[config.mk]
export PLATFORM = sky130hd
export DESIGN_NAME = cart_gpio_port
export DESIGN_NICKNAME = d
export VERILOG_FILES = /design/src/rtl/cgp_pkg.sv /design/src/rtl/cgp_decode.sv /design/src/rtl/cgp_regs.sv /design/src/rtl/cgp_rdmux.sv /design/src/rtl/cart_gpio_port.sv
export SDC_FILE = /design/constraint.sdc
export NUM_CORES = 1
export LEC_CHECK = 0
export BUFFER_PORTS_ARGS = -buffer_cell sky130_fd_sc_hd__clkbuf_2
export CAP_MARGIN = 20
export CORE_MARGIN = 3
export CORE_UTILIZATION = 34
export CTS_CLUSTER_DIAMETER = 120
export DETAILED_ROUTE_END_ITERATION = 10
export PLACE_DENSITY = 0.81
export SKIP_LAST_GASP = 1
export SYNTH_ARGS = -nofsm -noshare
export SYNTH_HDL_FRONTEND = slang
export SYNTH_HIERARCHICAL = 1
export SYNTH_SLANG_ARGS = --single-unit
[constraint.sdc]
create_clock -name clk -period 2.7 [get_ports clk]
set_input_delay 0.81 -clock clk [delete_from_list [all_inputs] [get_ports clk]]
set_output_delay 0.81 -clock clk [all_outputs]
set_load 0.005 [all_outputs]
[src/rtl/cgp_pkg.sv]
package cgp_pkg;
  typedef enum logic [1:0] {
    SZ_BYTE = 2'd0,
    SZ_HALF = 2'd1,
    SZ_WORD = 2'd2,
    SZ_RSVD = 2'd3
  } bus_size_e;

  typedef enum logic [1:0] {
    SEL_NONE = 2'd0,
    SEL_DATA = 2'd1,
    SEL_DIR  = 2'd2,
    SEL_CTRL = 2'd3
  } reg_sel_e;
endpackage

[src/rtl/cgp_decode.sv]
module cgp_decode
  import cgp_pkg::*;
#(
  parameter int                 ADDR_W = 32,
  parameter logic [ADDR_W-1:0]  A_DATA = '0,
  parameter logic [ADDR_W-1:0]  A_DIR  = '0,
  parameter logic [ADDR_W-1:0]  A_CTRL = '0
) (
  input  logic [ADDR_W-1:0] addr,
  input  logic [1:0]        size,
  input  logic              wr,
  input  logic              rd,
  output reg_sel_e          sel,
  output logic              we_data,
  output logic              we_dir_lo,
  output logic              we_dir_hi,
  output logic              we_ctrl_lo,
  output logic              we_ctrl_hi,
  output logic              rd_hit
);
  bus_size_e sz;
  logic is_byte, is_half, is_word;

  always_comb begin
    sz      = bus_size_e'(size);
    is_byte = (sz == SZ_BYTE);
    is_half = (sz == SZ_HALF);
    is_word = (sz == SZ_WORD);
    if (addr == A_DATA)      sel = SEL_DATA;
    else if (addr == A_DIR)  sel = SEL_DIR;
    else if (addr == A_CTRL) sel = SEL_CTRL;
    else                     sel = SEL_NONE;

    we_data    = wr && (sel == SEL_DATA) && (is_half || is_word);
    we_dir_lo  = wr && (sel == SEL_DIR)  && (is_half || is_word);
    we_dir_hi  = wr && (sel == SEL_DATA) && is_word;
    we_ctrl_lo = wr && (sel == SEL_CTRL) && is_half;
    we_ctrl_hi = wr && (sel == SEL_DIR)  && is_word;
    rd_hit     = rd && (sel != SEL_NONE) && (is_byte || is_half);
  end
endmodule

[src/rtl/cgp_regs.sv]
module cgp_regs #(
  parameter int PINS    = 4,
  parameter int BUS_W   = 32,
  parameter int HI_LANE = 16
) (
  input  logic             clk,
  input  logic             rst,
  input  logic             we_data,
  input  logic             we_dir_lo,
  input  logic             we_dir_hi,
  input  logic             we_ctrl_lo,
  input  logic             we_ctrl_hi,
  input  logic [BUS_W-1:0] wdata,
  input  logic [PINS-1:0]  pin_in,
  output logic [PINS-1:0]  data_q,
  output logic [PINS-1:0]  dir_q,
  output logic             ctrl_q,
  output logic [PINS-1:0]  pin_out,
  output logic             pin_strobe
);
  for (genvar i = 0; i < PINS; i++) begin : g_pin
    logic d_bit, r_bit, o_bit;

    always_ff @(posedge clk) begin
      if (rst) begin
        d_bit <= 1'b0;
        r_bit <= 1'b1;
        o_bit <= 1'b0;
      end else begin
        if (we_data)        o_bit <= wdata[i] & r_bit;
        if (we_dir_lo)      r_bit <= wdata[i];
        else if (we_dir_hi) r_bit <= wdata[HI_LANE+i];
        if (pin_strobe)     d_bit <= pin_in[i];
      end
    end

    assign data_q[i]  = d_bit;
    assign dir_q[i]   = r_bit;
    assign pin_out[i] = o_bit;
  end

  always_ff @(posedge clk) begin
    if (rst) begin
      ctrl_q     <= 1'b0;
      pin_strobe <= 1'b0;
    end else begin
      pin_strobe <= we_data;
      if (we_ctrl_lo)      ctrl_q <= wdata[0];
      else if (we_ctrl_hi) ctrl_q <= wdata[HI_LANE];
    end
  end

  AST_STROBE_MASK: assert property (@(posedge clk) disable iff (rst)
    pin_strobe |-> ((pin_out & ~$past(dir_q)) == '0));

  AST_DATA_HOLD: assert property (@(posedge clk) disable iff (rst)
    (!$past(pin_strobe) && !$past(rst)) |-> (data_q == $past(data_q)));
endmodule

[src/rtl/cgp_rdmux.sv]
module cgp_rdmux
  import cgp_pkg::*;
#(
  parameter int PINS = 4,
  parameter int RD_W = 16
) (
  input  logic            clk,
  input  logic            rst,
  input  logic            rd_hit,
  input  reg_sel_e        sel,
  input  logic [PINS-1:0] data_q,
  input  logic [PINS-1:0] dir_q,
  input  logic            ctrl_q,
  output logic [RD_W-1:0] rdata,
  output logic            hit
);
  logic [RD_W-1:0] val;

  always_comb begin
    val = '0;
    unique case (sel)
      SEL_DATA: val[PINS-1:0] = data_q & ~dir_q;
      SEL_DIR:  val[PINS-1:0] = dir_q;
      SEL_CTRL: val[0]        = ctrl_q;
      default:  val           = '0;
    endcase
    if (!ctrl_q) val = '0;
  end

  always_ff @(posedge clk) begin
    if (rst) begin
      rdata <= '0;
      hit   <= 1'b0;
    end else begin
      hit   <= rd_hit;
      rdata <= rd_hit ? val : '0;
    end
  end

  AST_GATED_ZERO: assert property (@(posedge clk) disable iff (rst)
    $past(rd_hit && !ctrl_q) |-> (rdata == '0));

  AST_INPUT_ONLY: assert property (@(posedge clk) disable iff (rst)
    $past(rd_hit && (sel == SEL_DATA)) |-> ((rdata[PINS-1:0] & $past(dir_q)) == '0));
endmodule

[src/rtl/cart_gpio_port.sv]
module cart_gpio_port
  import cgp_pkg::*;
#(
  parameter int                ADDR_W   = 32,
  parameter logic [ADDR_W-1:0] ROM_BASE = 32'h0800_0000,
  parameter logic [ADDR_W-1:0] OFS_DATA = 'h0C4,
  parameter logic [ADDR_W-1:0] OFS_DIR  = 'h0C6,
  parameter logic [ADDR_W-1:0] OFS_CTRL = 'h0C8,
  parameter int                PINS     = 4,
  parameter int                BUS_W    = 32,
  parameter int                RD_W     = 16,
  parameter int                HI_LANE  = 16
) (
  input  logic              clk,
  input  logic              rst,
  input  logic              bus_wr,
  input  logic              bus_rd,
  input  logic [ADDR_W-1:0] bus_addr,
  input  logic [1:0]        bus_size,
  input  logic [BUS_W-1:0]  bus_wdata,
  output logic [RD_W-1:0]   bus_rdata,
  output logic              bus_hit,
  output logic [PINS-1:0]   pin_out,
  output logic              pin_strobe,
  input  logic [PINS-1:0]   pin_in
);
  localparam logic [ADDR_W-1:0] A_DATA = ROM_BASE + OFS_DATA;
  localparam logic [ADDR_W-1:0] A_DIR  = ROM_BASE + OFS_DIR;
  localparam logic [ADDR_W-1:0] A_CTRL = ROM_BASE + OFS_CTRL;

  reg_sel_e        sel;
  logic            we_data, we_dir_lo, we_dir_hi, we_ctrl_lo, we_ctrl_hi, rd_hit;
  logic [PINS-1:0] data_q, dir_q;
  logic            ctrl_q;

  cgp_decode #(
    .ADDR_W(ADDR_W), .A_DATA(A_DATA), .A_DIR(A_DIR), .A_CTRL(A_CTRL)
  ) u_decode (
    .addr(bus_addr), .size(bus_size), .wr(bus_wr), .rd(bus_rd),
    .sel(sel), .we_data(we_data), .we_dir_lo(we_dir_lo), .we_dir_hi(we_dir_hi),
    .we_ctrl_lo(we_ctrl_lo), .we_ctrl_hi(we_ctrl_hi), .rd_hit(rd_hit)
  );

  cgp_regs #(
    .PINS(PINS), .BUS_W(BUS_W), .HI_LANE(HI_LANE)
  ) u_regs (
    .clk(clk), .rst(rst),
    .we_data(we_data), .we_dir_lo(we_dir_lo), .we_dir_hi(we_dir_hi),
    .we_ctrl_lo(we_ctrl_lo), .we_ctrl_hi(we_ctrl_hi),
    .wdata(bus_wdata), .pin_in(pin_in),
    .data_q(data_q), .dir_q(dir_q), .ctrl_q(ctrl_q),
    .pin_out(pin_out), .pin_strobe(pin_strobe)
  );

  cgp_rdmux #(
    .PINS(PINS), .RD_W(RD_W)
  ) u_rdmux (
    .clk(clk), .rst(rst), .rd_hit(rd_hit), .sel(sel),
    .data_q(data_q), .dir_q(dir_q), .ctrl_q(ctrl_q),
    .rdata(bus_rdata), .hit(bus_hit)
  );

  AST_BYTE_WR_IGNORED: assert property (@(posedge clk) disable iff (rst)
    $past(bus_wr && (bus_size == 2'd0)) |->
      ((dir_q == $past(dir_q)) && (ctrl_q == $past(ctrl_q)) && !pin_strobe));

  AST_WORD_RD_MISS: assert property (@(posedge clk) disable iff (rst)
    $past(bus_rd && (bus_size == 2'd2)) |-> (!bus_hit && (bus_rdata == '0)));

  AST_IDLE_READ_ZERO: assert property (@(posedge clk) disable iff (rst)
    !$past(bus_rd) |-> (!bus_hit && (bus_rdata == '0)));
endmodule

# Word level (Yosys, flattened, before mapping)

Cells that the tools add are included.

Eq/ne operators: 8
Muxes and demuxes: 15
Bitwise gates (word level): 8
Reductions and logical operators: 18

Operator list:

| operator                                                           | number |
|---|---|
| 32-bit by 28-bit == test with 1-bit output (second input constant) | 3 |
| 1-bit logical AND                                                  | 10 |
| 1-bit two-way mux                                                  | 10 |
| 2-bit == test (second input constant)                              | 3 |
| 2-bit two-way mux                                                  | 3 |
| 3-bit one-hot mux with 2 select lines                              | 1 |
| 2-bit nonzero test                                                 | 3 |
| 1-bit AND                                                          | 4 |
| 4-bit AND                                                          | 1 |
| 2-bit by 1-bit == test with 1-bit output (second input constant)   | 2 |
| 4-bit inverter                                                     | 1 |
| 1-bit one-hot mux with 3 select lines                              | 1 |
| 3-bit OR reduction                                                 | 1 |
| 2-bit logical NOT                                                  | 1 |
| 1-bit logical OR                                                   | 2 |
| 1-bit inverter                                                     | 2 |
| 2-bit OR reduction                                                 | 1 |

Register bits after elaboration: 31
Input port bits: 74
Output and inout port bits: 22
Word-level logic and storage cells: 66

# Longest topological paths before layout

Depth in word-level cells: 9
Mapped depth: 7
Mapped depth without buffers: 7

# Modules after synthesis

The synthesis kept the hierarchy.

Modules (own cells, without submodules):

| module     | instances | cells an instance | area each (um^2) | sequential area each (um^2) |
|---|---|---|---|---|
| cgp_regs   | 1         | 67                | 653.1            | 280.3 |
| cgp_rdmux  | 1         | 39                | 347.8            | 100.1 |
| cgp_decode | 1         | 35                | 261.5            | 0.0 |

# Worst setup path after synthesis

No wires, ideal clock.

Path kind: in2reg
Start point: input port bus_addr[16]
End point: register u_rdmux.rdata[0]
Library setup time: 0.122 ns
Arrival time: 2.214 ns
Required time: 2.578 ns
Path slack: 0.363 ns
Stages on the path: 7
Buffers on the path: 0
Cells stage by stage: nor4_1 > nand4_1 > nor3_1 > inv_1 > ha_1 > a21oi_1 > a211oi_2

Cells in the longest elaborated chain, start to end: 9
Elaborated cells on any way between the ends: 15
Those cells by class: eq/ne (6); mux (4); bitwise (1); reduce/logical (4)

Ends and longest elaborated chain:

| element                                    | line                 | text |
|---|---|---|
| start: declaration                         | cart_gpio_port.sv:18 | `input logic [ADDR_W-1:0] bus_addr,` |
| 32-bit by 28-bit == test with 1-bit output | cgp_decode.sv:31     | `else if (addr == A_CTRL) sel = SEL_CTRL;` |
| 2-bit two-way mux                          | cgp_decode.sv:31     |  |
| 2-bit two-way mux                          | cgp_decode.sv:30     | `else if (addr == A_DIR) sel = SEL_DIR;` |
| 2-bit two-way mux *                        | cgp_decode.sv:29     | `if (addr == A_DATA) sel = SEL_DATA;` |
| named net sel[0]                           | cart_gpio_port.sv:31 | `reg_sel_e sel;` |
| 2-bit nonzero test                         | cgp_decode.sv:39     | `rd_hit = rd && (sel != SEL_NONE) && (is_byte \|\| is_half);` |
| 1-bit logical AND (2 in series)            | cgp_decode.sv:39     |  |
| 1-bit inverter (no line)                   | --                   |  |
| 3-bit OR reduction (no line)               | --                   |  |
| end signal: assignment                     | cgp_rdmux.sv:36      | `rdata <= rd_hit ? val : '0;` |
| end: declaration                           | cgp_rdmux.sv:14      | `output logic [RD_W-1:0] rdata,` |

Mark *: on every way through the listed nets, which the timed path passes. The rest lies on a longest branch.
A chain may end at the register's enable or synchronous reset.

# Final worst setup path

Start point: input port bus_addr[16]
End point: register u_rdmux.rdata[1]

The elaborated chain is that of the path after synthesis.

==> run metrics <==
r2r setup slk around 1.8 ns; number of post-CTS setup repair buffers 0; Pre-Repair DR Iteration Count 4; Initial DRC Count 20; clk_skew slightly above 0.002 ns; commonest cells after routing, fill and taps aside 59 x clkbuf_2, 19 x dfxtp_1, 12 x a21oi_1, 12 x conb_1, 9 x mux2i_1; number of fill cells in the layout 358; synthesized flop and latch total 19; clk sinks 19; GRT Util Overall 11.95%; first-pass GRT wire length ~4200 um; CP max-delay cell nor4_1; worst path required time around 2.9 ns; Root Buffer clkbuf_8; Final Cycle Share between 80% and 90%; routed wire length between 2000 and 3000 um; Final Critical Period roughly 2.3 ns; VDD IR-drop max approximately 340 uV; CP Cell Sequence clkbuf_2, nor4_1, nand4_1, nor3_1, inv_1, ha_1, nand4b_1, a21oi_1; warnings from Yosys 6; per-cell routed wire length between 10 and 15 um; Slew Viols, Final 0; Skew-Pair Late Insertion Delay around 0.25 ns; DIE AREA ~4500 um^2; H-tree depth 1; die span in x about 67 um; post-route ant nets 0; Synth area leaders dfxtp_1 30%, buf_4 15%, mux2i_1 7.1%; critical path class in -> reg; Area growth, synth to finish 22.30%; Power, Total around 0.00054 W; Final setup viols 0; min-delay worst type reg -> reg; DP Cell Count 236; sequential cell area fraction in the yosys report 30.13%; share of layout cells above drive strength 1 between 40 and 50%; family with the most delay on the worst path simple AND/OR/NAND/NOR gates; RR Endpoint u_regs/g_pin[2].d_bit$_SDFFE_PP0P_; hold path start u_regs/g_pin[1].o_bit$_SDFFE_PP0P_; outcome finished clean; vias in the first global route around 1.1k; cell taking the most area after synthesis dfxtp_1; RSZ-0062 raised after global routing false; PostCTS Resize Cnt 0; worst hold path depth 2; vias around 1.1k; PD cells around 350 nW/um^2; initial antenna violation count 0; pin count of the biggest net entering global routing 19; critical path launch point type input pin; grt ovf 0; Hold Vio Cnt, Final 0; # diodes 0; mean area per synthesized cell 8.954 um^2; WHS Endpoint u_regs/g_pin[1].o_bit$_SDFFE_PP0P_; PortBufs slightly below 60; Mapped Area 1262 um^2; fin nets about 280; Num CTS Buffers 3; static leakage about 0.66 nW; Placer Congestion around 0.76; CTS clk-pin slew, worst paths roughly 0.07 ns; leading cell type in the layout, fill and taps excluded clkbuf_2; Gate Count Post-Synth about 140; Crit. End Element register; remaining routing DRC violations 0; num rows 21; # IOs between 90 and 100; CTS tree yes; Die Y 66.94 um; Max Cap Violations 0; worst path bufs/invs 2; clk buf depth 2; Vias/cell roughly 4.6; RR Startpoint u_regs/pin_strobe$_SDFF_PP0_; starting density of the core a little under two fifths; Top FF cell, synth dfxtp_1; Max FO, Critical Path 3; post-synth cell types 30; Core Box Area ~3400 um^2; fmax about 0.43 GHz; hold buffer count at CTS 0; Crit path largest cell delay approximately 0.35 ns; DPL Wire Length between 2000 and 2500 um; r2r worst-path depth 2; data arrival time of the worst path 2.48 ns; asr flop ratio synth 0%; fin cells between 200 and 250; number of synthesized flops with an enable pin 0; post-synth top area share 30.13%; TNS Setup 0 ns
[tightest hold or removal path, delay by kind of cell (launching register included)]
family / cells / cell delay, ns
and+or+nand+nor: 1 / 0.06
AOI/OAI and AO/OA: 1 / 0.05
DFF: 1 / 0.31
[metal layers]
layer  track usage (%)  vias to the layer above  share of wire, %
li1                  -                      566                 -
met1             13.08                      494                40
met2             22.65                       35                52
met3             3.373                        2               7.8
met4             2.278                        0              0.38
met5                 0                        -                 0
[cell families (layout without fill, tap and decap cells)]
| kind of cell | after synthesis | in the layout | share of synthesized area, % |
|---|---|---|---|
| buf+inv | 33 | 75 | 17.94 |
| simple gates | 56 | 56 | 29.83 |
| mux | 9 | 9 | 7.136 |
| fa+ha+maj | 7 | 7 | 6.937 |
| other cells | 1 | 12 | 0.2970 |
| compound gates | 16 | 16 | 7.731 |
| flops | 19 | 19 | 30.13 |
[stage by stage]
step / cell area (um^2) / hold WS (ns) / setup slack (ns) / util (%)
detailed placement: 1498 / 0.4595 / 0.08155 / 43.51
global route: 1544 / 0.4880 / 0.1590 / 44.86
floorplan: 1304 / 0.4443 / 0.3634 / -
CTS: 1544 / 0.4717 / 0.3464 / 44.86
finish: 1544 / 0.4696 / 0.3935 / 44.86
global placement: 1498 / 0.4565 / 0.1761 / 43.51
[Yosys cell counts (5+ instances only)]
master,number
mux2i_1,9
inv_1,6
nor2_1,7
dfxtp_1,19
a21oi_1,12
nor3_1,7
buf_4,25
ha_1,7
nand3b_1,5
nor3b_1,5
nand3_1,7
[final cells by class]
class / instances / area, um^2 / area share, %
inverter: 6 / 22.52 / 1.459
clock buffer: 3 / 41.29 / 2.674
sequential: 19 / 380.4 / 24.64
clock inverter: 1 / 5.005 / 0.3241
multi-input combinational: 100 / 696.9 / 45.14
tap: 46 / 57.56 / 3.728
timing repair buffer: 65 / 340.3 / 22.04
[registers in the layout, summed over array words and instances (netlist names)]
signal,cells
u_regs/g_pin.o_bit,4
u_rdmux/rdata,4
u_rdmux/hit,1
u_regs/g_pin.r_bit,4
u_regs/g_pin.d_bit,4
u_regs/ctrl_q,1
u_regs/pin_strobe,1
[worst max path at each step]
stage,slack [ns],from,depth (start not counted),to
6_report,0.39,bus_addr[16],8,u_rdmux/rdata[1]$_SDFF_PP0_
4_1_cts,0.35,bus_addr[14],8,u_rdmux/rdata[1]$_SDFF_PP0_
3_3_place_gp,0.18,bus_addr[22],8,u_rdmux/rdata[3]$_SDFF_PP0_
3_5_place_dp,0.08,bus_addr[14],8,u_rdmux/rdata[1]$_SDFF_PP0_
2_1_floorplan,0.36,bus_addr[16],7,u_rdmux/rdata[0]$_SDFF_PP0_
5_1_grt,0.16,bus_addr[22],8,u_rdmux/rdata[3]$_SDFF_PP0_
[power by group]
group	internal, W	switching, W
clock network	0.000102	0.0000894
registers	0.000280	0.0000000000000180
logic	0.0000336	0.0000320
total	0.000416	0.000121
No activity file was read; power rests on OpenSTA's default activity.
